### src/rtl/snp_pol_pkg.sv
package snp_pol_pkg;
  typedef enum logic [1:0] {
    MODE_PARALLEL = 2'd0,
    MODE_DEFERRED = 2'd1,
    MODE_ADAPTIVE = 2'd2,
    MODE_RSVD     = 2'd3
  } snp_mode_e;
endpackage

### src/rtl/snp_target_calc.sv
module snp_target_calc #(
  parameter int NUM_SKT = 4,
  localparam int SKT_W  = $clog2(NUM_SKT)
) (
  input  logic               four_skt_i,
  input  logic [SKT_W-1:0]   home_id_i,
  input  logic [SKT_W-1:0]   src_id_i,
  output logic [NUM_SKT-1:0] mask_o
);
  localparam int SMALL_CNT = 2;

  for (genvar g = 0; g < NUM_SKT; g++) begin : g_skt
    logic present;
    assign present   = (g < SMALL_CNT) || four_skt_i;
    assign mask_o[g] = present && (home_id_i != SKT_W'(g)) && (src_id_i != SKT_W'(g));
  end
endmodule

### src/rtl/snp_path_sel.sv
module snp_path_sel
  import snp_pol_pkg::*;
(
  input  logic [1:0] mode_i,
  input  logic       link_busy_i,
  output logic       parallel_o
);
  always_comb begin
    unique case (snp_mode_e'(mode_i))
      MODE_PARALLEL: parallel_o = 1'b1;
      MODE_ADAPTIVE: parallel_o = !link_busy_i;
      default:       parallel_o = 1'b0;
    endcase
  end
endmodule

### src/rtl/snp_ack_tracker.sv
module snp_ack_tracker #(
  parameter int NUM_SKT = 4,
  localparam int SKT_W  = $clog2(NUM_SKT)
) (
  input  logic               clk_i,
  input  logic               rst_ni,
  input  logic               clear_i,
  input  logic               load_i,
  input  logic [NUM_SKT-1:0] load_mask_i,
  input  logic               rsp_valid_i,
  input  logic [SKT_W-1:0]   rsp_src_i,
  input  logic               rsp_dirty_i,
  output logic [NUM_SKT-1:0] pend_nxt_o,
  output logic               dirty_nxt_o,
  output logic [SKT_W-1:0]   dirty_src_nxt_o
);
  logic [NUM_SKT-1:0] pend_q, hit;
  logic               dirty_q, take_dirty;
  logic [SKT_W-1:0]   dirty_src_q;

  // only acks from sockets still pending count
  assign hit        = rsp_valid_i ? (pend_q & (NUM_SKT'(1) << rsp_src_i)) : '0;
  assign take_dirty = (|hit) && rsp_dirty_i;

  assign pend_nxt_o      = load_i ? load_mask_i : (clear_i ? '0 : (pend_q & ~hit));
  assign dirty_nxt_o     = clear_i ? 1'b0 : (dirty_q | take_dirty);
  assign dirty_src_nxt_o = take_dirty ? rsp_src_i : dirty_src_q;

  always_ff @(posedge clk_i or negedge rst_ni) begin
    if (!rst_ni) begin
      pend_q      <= '0;
      dirty_q     <= 1'b0;
      dirty_src_q <= '0;
    end else begin
      pend_q      <= pend_nxt_o;
      dirty_q     <= dirty_nxt_o;
      dirty_src_q <= clear_i ? '0 : dirty_src_nxt_o;
    end
  end
endmodule

### src/rtl/snoop_policy_ctrl.sv
module snoop_policy_ctrl #(
  parameter int NUM_SKT = 4,
  localparam int SKT_W  = $clog2(NUM_SKT)
) (
  input  logic               clk_i,
  input  logic               rst_ni,
  input  logic [1:0]         cfg_mode_i,
  input  logic               cfg_four_skt_i,
  input  logic [SKT_W-1:0]   cfg_home_id_i,
  input  logic               link_busy_i,
  input  logic               req_valid_i,
  input  logic               req_rfo_i,
  input  logic [SKT_W-1:0]   req_src_i,
  output logic               mem_rd_o,
  input  logic               mem_done_i,
  input  logic               mem_dir_i,
  output logic               snp_valid_o,
  output logic [NUM_SKT-1:0] snp_mask_o,
  input  logic               snp_rsp_valid_i,
  input  logic [SKT_W-1:0]   snp_rsp_src_i,
  input  logic               snp_rsp_dirty_i,
  output logic               done_o,
  output logic [SKT_W:0]     done_src_o
);
  logic               busy_q, mem_pend_q, defer_q, rfo_q;
  logic [NUM_SKT-1:0] cand_q, cand;
  logic               mem_rd_q, snp_v_q, done_q;
  logic [NUM_SKT-1:0] snp_mask_q;
  logic [SKT_W:0]     done_src_q;

  logic               accept, parallel, mem_ret, issue_def, load, finish, mem_pend_nxt;
  logic [NUM_SKT-1:0] load_mask, pend_nxt;
  logic               dirty_nxt;
  logic [SKT_W-1:0]   dirty_src_nxt;

  snp_target_calc #(.NUM_SKT(NUM_SKT)) u_target (
    .four_skt_i (cfg_four_skt_i),
    .home_id_i  (cfg_home_id_i),
    .src_id_i   (req_src_i),
    .mask_o     (cand)
  );

  snp_path_sel u_path (
    .mode_i      (cfg_mode_i),
    .link_busy_i (link_busy_i),
    .parallel_o  (parallel)
  );

  assign accept       = req_valid_i && !busy_q;
  assign mem_ret      = busy_q && mem_pend_q && mem_done_i;
  assign mem_pend_nxt = mem_pend_q && !mem_done_i;
  // deferred path: snoop only if ownership wanted or directory flags a remote dirty copy
  assign issue_def    = mem_ret && defer_q && (rfo_q || mem_dir_i) && (|cand_q);
  assign load         = (accept && parallel && (|cand)) || issue_def;
  assign load_mask    = accept ? cand : cand_q;

  snp_ack_tracker #(.NUM_SKT(NUM_SKT)) u_ack (
    .clk_i           (clk_i),
    .rst_ni          (rst_ni),
    .clear_i         (accept),
    .load_i          (load),
    .load_mask_i     (load_mask),
    .rsp_valid_i     (snp_rsp_valid_i),
    .rsp_src_i       (snp_rsp_src_i),
    .rsp_dirty_i     (snp_rsp_dirty_i),
    .pend_nxt_o      (pend_nxt),
    .dirty_nxt_o     (dirty_nxt),
    .dirty_src_nxt_o (dirty_src_nxt)
  );

  assign finish = busy_q && !mem_pend_nxt && !issue_def && !(|pend_nxt);

  always_ff @(posedge clk_i or negedge rst_ni) begin
    if (!rst_ni) begin
      busy_q     <= 1'b0;
      mem_pend_q <= 1'b0;
      defer_q    <= 1'b0;
      rfo_q      <= 1'b0;
      cand_q     <= '0;
    end else if (accept) begin
      busy_q     <= 1'b1;
      mem_pend_q <= 1'b1;
      defer_q    <= !parallel;
      rfo_q      <= req_rfo_i;
      cand_q     <= cand;
    end else begin
      mem_pend_q <= mem_pend_nxt;
      if (mem_ret) defer_q <= 1'b0;
      if (finish)  busy_q  <= 1'b0;
    end
  end

  always_ff @(posedge clk_i or negedge rst_ni) begin
    if (!rst_ni) begin
      mem_rd_q   <= 1'b0;
      snp_v_q    <= 1'b0;
      snp_mask_q <= '0;
      done_q     <= 1'b0;
      done_src_q <= '0;
    end else begin
      mem_rd_q   <= accept;
      snp_v_q    <= load;
      snp_mask_q <= load ? load_mask : '0;
      done_q     <= finish;
      done_src_q <= (finish && dirty_nxt) ? {1'b1, dirty_src_nxt} : '0;
    end
  end

  assign mem_rd_o    = mem_rd_q;
  assign snp_valid_o = snp_v_q;
  assign snp_mask_o  = snp_mask_q;
  assign done_o      = done_q;
  assign done_src_o  = done_src_q;
endmodule

### config.mk
export PLATFORM = sky130hd
export DESIGN_NAME = snoop_policy_ctrl
export DESIGN_NICKNAME = d
export VERILOG_FILES = /design/src/rtl/snp_pol_pkg.sv /design/src/rtl/snp_target_calc.sv /design/src/rtl/snp_path_sel.sv /design/src/rtl/snp_ack_tracker.sv /design/src/rtl/snoop_policy_ctrl.sv
export SDC_FILE = /design/constraint.sdc
export NUM_CORES = 1
export LEC_CHECK = 0
export BUFFER_PORTS_ARGS = -buffer_cell sky130_fd_sc_hd__buf_2
export CAP_MARGIN = 25
export CORE_AREA = 2 2 53 55
export DETAILED_ROUTE_END_ITERATION = 16
export DIE_AREA = 0 0 55 57
export PLACE_DENSITY = 0.79
export SETUP_SLACK_MARGIN = 0.5
export SLEW_MARGIN = 5
export SYNTH_ARGS = -nofsm -noshare
export SYNTH_HDL_FRONTEND = slang
export SYNTH_SLANG_ARGS = --single-unit
### constraint.sdc
create_clock -name clk_i -period 1.45 [get_ports clk_i]
set_clock_uncertainty 0.2 [all_clocks]
set_input_delay 0.2175 -clock clk_i [delete_from_list [all_inputs] [get_ports clk_i]]
set_output_delay 0.2175 -clock clk_i [all_outputs]
set_load 0.02 [all_outputs]
==> metrics.md, run 1 <==
| Metric | Value |
|---|---|
| # hold bufs at CTS | 2 |
| Port bufs | 27 |
| Die height | ~57 µm |
| Mux contribution to synthesized area | under 10% |
| Post-Synth Simple-Gate Area | between 10 and 15% |
| Critical path capture point type | flop |
| Hold Vio Cnt, Final | 26 |
| CTS tree | done |
| WP data arrival | 1730 ps |
| Initial DRT Pass Iterations | 4 |
| Most frequent cells in the layout | buf_4 (28), dfrtp_1 (25), buf_2 (17), buf_6 (17), inv_1 (7) |
| Largest family of logic cells by synthesized area | compound AO/OA/AOI/OAI gates |
| Final wirelength | ~3.6 mm |
| Status | finished, violations left |
| Final Cycle Share | 119% |
| Top cells by area, synth | dfrtp_1 (56%), o21ai_0 (3.6%), o22ai_1 (3.4%) |
| Core ar. | 2620 µm² |
| Antenna Cells | 0 |
| Iteration-0 DRC Markers | 34 |
| Unrepaired setup endpoints after global routing | true |
| Fin nets | 190 |
| Worst-Skew Late Latency | between 300 and 400 ps |
| Post-DP HPWL | around 2.0 mm |
| Commonest non-fill, non-tap cell in the layout | buf_4 |
| Gr usage total | roughly 22% |
| Synthesized area | about 1100 µm² |
| Crit Path Max Fanout | 4 |
| Vias in the first global route | about 1100 |
| WP data required | around 1500 ps |
| Initial antenna violation count | 0 |
| Synth Net Count | 120 |
| Max Clock Freq | 0.578 GHz |
| Root Driver | clkbuf_4 |
| Largest stage delay, worst path | 540 ps |
| Worst-Margin Slew | ~550 ps |
| Via/cell ratio | 5.50 |
| Sink Count | 25 |
| Layout cells sized above 1 | 63.7% |
| CP Launch Type | flop |
| Slowest CP cell | mux4_2 |
| Post-Syn Instances | 102 |
| Critical path class | flop to flop |
| Final Max Tran Viols | 0 |
| Yosys cell types | 35 |
| Syn avg cell area | 10.9 µm² |
| Num CTS Buffers | 3 |
| Via count | 1110 |
| Ports | 28 |
| First-pass GRT wire length | 5.20 mm |
| Buf/Inv on CP | 0 |
| CP delay by family, top | multiplexers |
| Failing checks | negative hold slack, negative setup slack |
| Worst Slack Setup Final | -279 ps |
| DRC | 0 |
| Syn. warnings | 0 |
| Gr ovfl total | 0 |
| DP Worst Slack | -223 ps |
| HP Class | input pin to async pin |
| Setup violators final | 17 |
| Worst-path cell chain | mux4_2 > nand3_4 > mux2i_2 > nor3_1 |
| Slew HR | 63.3% |
| Layout area overhead | 76.2% |
| Compound-Gate Fraction of Synth Area | around a fifth |
| CTS H-Tree Depth | 1 |
| Die area | approximately 3100 µm² |
| Synth Area in XOR/XNOR | less than 1% |
| Clock Tree Buf Depth | 2 |
| Yosys top cell by area | dfrtp_1 |
| WHS | -344 ps |
| Reported leakage power | just over 0.9 nW |
| Num rows | 19 |
| Largest net degree at the start of global routing | 26 |
| Post-layout min period | between 1500 and 2000 ps |
| Sequential share of the synthesized area | between 50% and 60% |
| PD cells | around 1600 nW/µm² |
| Die width | about 55 µm |
| ANT nets after route | 0 |
| Drt wl/cell | 18.0 µm |
| Starting Density | between 40% and 50% |
| Max cap viols | 0 |
| Top cell type's share of synthesized area | 56.3% |
| Clk pin slew, worst setup/hold paths | approximately 150 ps |
| Adder-cell share of the synthesized area | 0% |
| GP Congestion | just under 0.8 |
| VDD IR max | 1.09 mV |
| #FFs+latches synth | 25 |
-- cell usage after synthesis, drive strengths merged --
cell and number:
a211oi 1, a21oi 6, a221oi 1, a22oi 1
a31oi 2, and2 1, and3 1, buf 1
clkinv 1, dfrtp 25, inv 9, mux2 1
mux2i 2, mux4 1, nand2 6, nand2b 1
nand3 4, nand4 1, nand4bb 1, nor2 8
nor3 3, nor4 1, o21a 2, o21ai 8
o221ai 1, o22a 1, o22ai 6, o311ai 1
o31ai 1, or2 1, or2b 1, or4 1
xnor2 1
-- state kept, by name, indices dropped and copies added, names as in the netlist --
register,flops
u_ack.dirty_q,1
done_o,1
mem_rd_o,1
snp_mask_o,4
u_ack.dirty_src_q,2
mem_pend_q,1
cand_q,4
busy_q,1
rfo_q,1
snp_valid_o,1
done_src_o,3
defer_q,1
u_ack.pend_q,4
-- cell type report --
cell class              instances  area (µm²)
multi-input cells              67         694
fillers                       151         657
flip-flops and latches         25         626
repair buffers                 65         527
inverters                      10        42.5
well taps                      31        38.8
clock buffers                   3        22.5
clock inverters                 1        7.51
-- per-stage QoR --
| stage | total power, mW | instance area (µm²) | std cells | utilization (%) | setup TNS [ps] |
|---|---|---|---|---|---|
| after floorplan | 1.74 | 1210 | 102 | - | -647 |
| after global placement | 2.13 | 1550 | 184 | 59.4 | -2010 |
| after detailed placement | 2.18 | 1550 | 184 | 59.4 | -2540 |
| after CTS | 2.72 | 1760 | 195 | 67.2 | -2120 |
| after global routing | 3.34 | 1960 | 202 | 74.9 | -3870 |
| final | 3.17 | 1960 | 202 | 74.9 | -2780 |
-- cell families (layout without fill, tap and decap cells) --
kind of cell    count (synthesis)  after routing
flops                          25             25
xor+xnor                        1              1
mux                             4              4
simple gates                   30             30
compound gates                 31             32
buf+inv                        11             79
-- final timing paths --
kind	slack, ps	depth (start not counted)	endpoint	startpoint
min	-340	1	snp_mask_o[2]	rst_ni
max reg2reg	-280	4	done_src_o[1]	u_ack.pend_q[2]
max	-280	4	done_src_o[1]	u_ack.pend_q[2]
min reg2reg	370	2	u_ack.dirty_src_q[0]	u_ack.dirty_src_q[0]
min in group clk_i	-30	2	busy_q	req_valid_i
max in group asynchronous	1020	1	done_o	rst_ni
-- layer usage --
metal	up-vias	GRT usage [%]	part of all wire [%]
li1	511	-	-
met3	4	3.93	3.6
met5	-	0	0
met2	24	38.9	55
met4	0	4.18	0.63
met1	571	28.4	40
-- report_power, final --
part / leakage, nW / switching (mW) / internal (mW)
Sequential: 0.331 / 0.197 / 0.904
Combinational: 0.571 / 0.854 / 0.902
Clock: 0.0139 / 0.213 / 0.105
Total: 0.916 / 1.26 / 1.91
-- worst register-to-register path: cells and delay by family, from the launching register on --
family	cells	cell delay, ps
AND/OR/NAND/NOR	2	190
multiplexers	2	790
flip-flops	1	450
-- what timing repair did --
item                                    CTS  global route
pin swaps                                11             9
buffers inserted                          4             7
endpoints found under the hold margin    28            26
endpoints found under the setup margin   35            35
gates resized for setup                  33            27
gates cloned                              1             0
Power figures use the tool's default switching activity.
==> run 2: changes to the inputs <==
--- a/config.mk
+++ b/config.mk
@@ -10,9 +10,10 @@
 export CORE_AREA = 2 2 53 55
 export DETAILED_ROUTE_END_ITERATION = 16
 export DIE_AREA = 0 0 55 57
-export PLACE_DENSITY = 0.79
+export PLACE_DENSITY = 0.81
 export SETUP_SLACK_MARGIN = 0.5
 export SLEW_MARGIN = 5
 export SYNTH_ARGS = -nofsm -noshare
 export SYNTH_HDL_FRONTEND = slang
+export SYNTH_HIERARCHICAL = 1
 export SYNTH_SLANG_ARGS = --single-unit
==> metrics.md, run 2 <==
| Metric | Value |
|---|---|
| Post-DP HPWL | 2.11 mm (was 2.01 mm) |
| Core ar. | 2620 µm² (unchanged) |
| Power Internal | 2.00 mW (was 1.91 mW) |
| Synth Net Count | 118 (was 120) |
| Via count | 1102 (was 1110) |
| Most frequent cell after synthesis | dfrtp_1 (unchanged) |
| Num rows | 19 (unchanged) |
| Final Max Tran Viols | 0 (unchanged) |
| Gr usage total | 23.2% (was 22.2%) |
| Setup TNS | -9670 ps (was -2780 ps) |
| Reported leakage power | 0.917 nW (was 0.916 nW) |
| Post-synth top cells | dfrtp_1 (25), nand2_1 (12), inv_1 (5), o21ai_0 (5) (was dfrtp_1 (25), inv_1 (9), nor2_1 (8), o21ai_0 (8)) |
| Top cells by area, synth | dfrtp_1 (55%), mux2_2 (3.9%), nand2_1 (3.9%) (was dfrtp_1 (56%), o21ai_0 (3.6%), o22ai_1 (3.4%)) |
| Status | finished, violations left (unchanged) |
| Post-route cell area | 1890 µm² (was 1960 µm²) |
| Iteration-0 DRC Markers | 27 (was 34) |
| Initial DRT Pass Iterations | 4 (unchanged) |
| Worst-Margin Slew | 564 ps (was 550 ps) |
| Most used DFF post-synth | dfrtp_1 (unchanged) |
| Final wirelength | 3.71 mm (was 3.64 mm) |
| Die width | 55 µm (unchanged) |
| Post-layout min period | 2470 ps (was 1730 ps) |
| Yosys top cell by area | dfrtp_1 (unchanged) |
| Finished Core Util | 72.1% (was 74.9%) |
| Max Clock Freq | 0.404 GHz (was 0.578 GHz) |
| Commonest non-fill, non-tap cell in the layout | buf_4 (unchanged) |
| WHS | -339 ps (was -344 ps) |
| Clock Tree Buf Depth | 2 (unchanged) |
| Tot Pwr | 3.12 mW (was 3.17 mW) |
| Fin nets | 190 (unchanged) |
| Die height | 57 µm (unchanged) |
| CTS tree | done (unchanged) |
| HP Class | input pin to async pin (unchanged) |
| Slew HR | 62.4% (was 63.3%) |
| Seq pwr share | 34.9% (was 34.7%) |
| Asr flop ratio synth | 100% (unchanged) |
| Sw Ratio | 35.9% (was 39.8%) |
| Number of synthesized flops with an enable pin | 0 (unchanged) |
| Critical path class | flop to flop (unchanged) |
| Top cell type's share of synthesized area | 54.6% (was 56.3%) |
| DRC | 0 (unchanged) |
| Vias in the first global route | 1154 (was 1149) |
| VDD IR max | 0.934 mV (was 1.09 mV) |
| Root Driver | clkbuf_4 (unchanged) |
| First-pass GRT wire length | 5.15 mm (was 5.20 mm) |
| Worst Slack Setup Final | -1020 ps (was -279 ps) |
| Starting Density | 43.8% (was 42.5%) |
| Crit Path Max Fanout | 5 (was 4) |
| Clk pin slew, worst setup/hold paths | 160 ps (was 150 ps) |
| Max cap viols | 0 (unchanged) |
| Synthesized area | 1150 µm² (was 1110 µm²) |
| WP data arrival | 2510 ps (was 1730 ps) |
| Area post-placement | 1480 µm² (was 1550 µm²) |
| Sequential share of the synthesized area | 54.6% (was 56.3%) |
| Critical path capture point type | flop (unchanged) |
| CTS H-Tree Depth | 1 (unchanged) |
| WP data required | 1480 ps (was 1450 ps) |
| CP Launch Type | flop (unchanged) |
| Failing checks | negative hold slack, negative setup slack (unchanged) |
| Antenna Cells | 0 (unchanged) |
| Hold Vio Cnt, Final | 26 (unchanged) |
| Layout cells sized above 1 | 64.3% (was 63.7%) |
| Largest net degree at the start of global routing | 26 (unchanged) |
| Ports | 28 (unchanged) |
| PD cells | 1660 nW/µm² (was 1620 nW/µm²) |
| Num CTS Buffers | 3 (unchanged) |
| ANT nets after route | 0 (unchanged) |
| Net Sw Power | 1.12 mW (was 1.26 mW) |
| Syn avg cell area | 11.5 µm² (was 10.9 µm²) |
| Setup violators final | 23 (was 17) |
| Via/cell ratio | 5.46 (was 5.50) |
| Initial antenna violation count | 0 (unchanged) |
| Gr ovfl total | 0 (unchanged) |
| Die area | 3140 µm² (unchanged) |
| Most frequent cells in the layout | buf_4 (33), dfrtp_1 (25), buf_6 (19) (was buf_4 (28), dfrtp_1 (25), buf_2 (17), buf_6 (17), inv_1 (7)) |
| Worst-Skew Late Latency | 320 ps (about the same) |
| CP Launch Point | defer_q (was u_ack.pend_q[2]) |
| Sink Count | 25 (unchanged) |
| Drt wl/cell | 18.4 µm (was 18.0 µm) |
| Logic pwr share | 54.8% (was 55.3%) |
| Unrepaired setup endpoints after global routing | true (unchanged) |
| Layout area overhead | 64.5% (was 76.2%) |
| Port bufs | 27 (unchanged) |
| GP Congestion | 0.778 (was 0.796) |
| Final Cycle Share | 171% (was 119%) |
| RR Startpoint | defer_q (was u_ack.pend_q[2]) |
| Yosys cell types | 35 (unchanged) |
| Clock power frac | 10.3% (was 10.0%) |
| Post-Syn Instances | 100 (was 102) |
| #FFs+latches synth | 25 (unchanged) |
| Syn. warnings | 6 (was 0) |
[run 2: cell types whose count changed after synthesis, sizes merged, moves of 3 or more]
cell,change
nand2,+6
mux2,+5
nor2,-5
o22ai,-5
a21boi,+4
a21oi,-4
inv,-4
o21ai,-3
[run 2: power by group through the flow]
stage	clock network [mW]	logic [mW]	registers (mW)
2_1_floorplan	0	0.492	1.08
3_3_place_gp	0	0.927	1.04
3_5_place_dp	0	0.998	1.05
4_1_cts	0.324	1.29	1.06
5_1_grt	0.365	1.79	1.11
6_report	0.322	1.71	1.09
[run 2: path summary, 6_finish.rpt]
check / end / slack (ps) / cells past startpoint
min in group clk_i: rfo_q / -60 / 2
min reg2reg: rfo_q / 350 / 1
max in group asynchronous: done_src_o[1] / 1000 / 1
max reg2reg: busy_q / -1020 / 9
max: busy_q / -1020 / 9
min: u_ack/pend_q[0] / -340 / 1
[run 2: cell families (layout without fill, tap and decap cells)]
kind of cell,count (synthesis),count (layout),synth area share [%]
multiplexers,9,9,8.84
AND/OR/NAND/NOR,38,38,19.1
buffers and inverters,7,78,3.28
AO/OA/AOI/OAI,21,21,14.2
flip-flops,25,25,54.6
[run 2: worst max-delay path: stages, from the launching register on]
cell and delay (ps):
dfrtp_1 430, nand2_2 70, or4_4 580, nand2_4 120
nor2_2 40, a32o_2 290, nor3_4 210, nand4b_1 130
buf_6 150, o22a_1 150
[run 2: metal layers]
layer	part of all wire (%)	vias to the layer above	routed length [µm]	global-route usage, %
met4	3.8	0	142	10.1
met3	4.3	13	159	3.66
met5	0	-	0	0
met2	57	33	2110	42.5
li1	-	506	-	-
met1	35	550	1310	25.1
[run 2: area by class of cell]
cell class	count	area, µm²
Fill cell	179	729
Clock inverter	1	7.51
Clock buffer	3	22.5
Inverter	5	26.3
Sequential cell	25	626
Multi-Input combinational cell	68	618
Tap cell	31	38.8
Timing Repair Buffer	69	547
[run 2: per-stage QoR]
stage	std cells	worst slack (ps)
3_5_place_dp	177	-1200
2_1_floorplan	100	-744
3_3_place_gp	177	-963
6_report	202	-1020
5_1_grt	202	-1080
4_1_cts	191	-936
[run 2: repair_timing]
action / 4_1_cts / 5_1_grt
gates resized for setup: 38 / 24
setup buffers: 10 / 11
pin swaps: 6 / 11
hold endpoints to repair: 26 / 26
endpoints found under the setup margin: 35 / 35
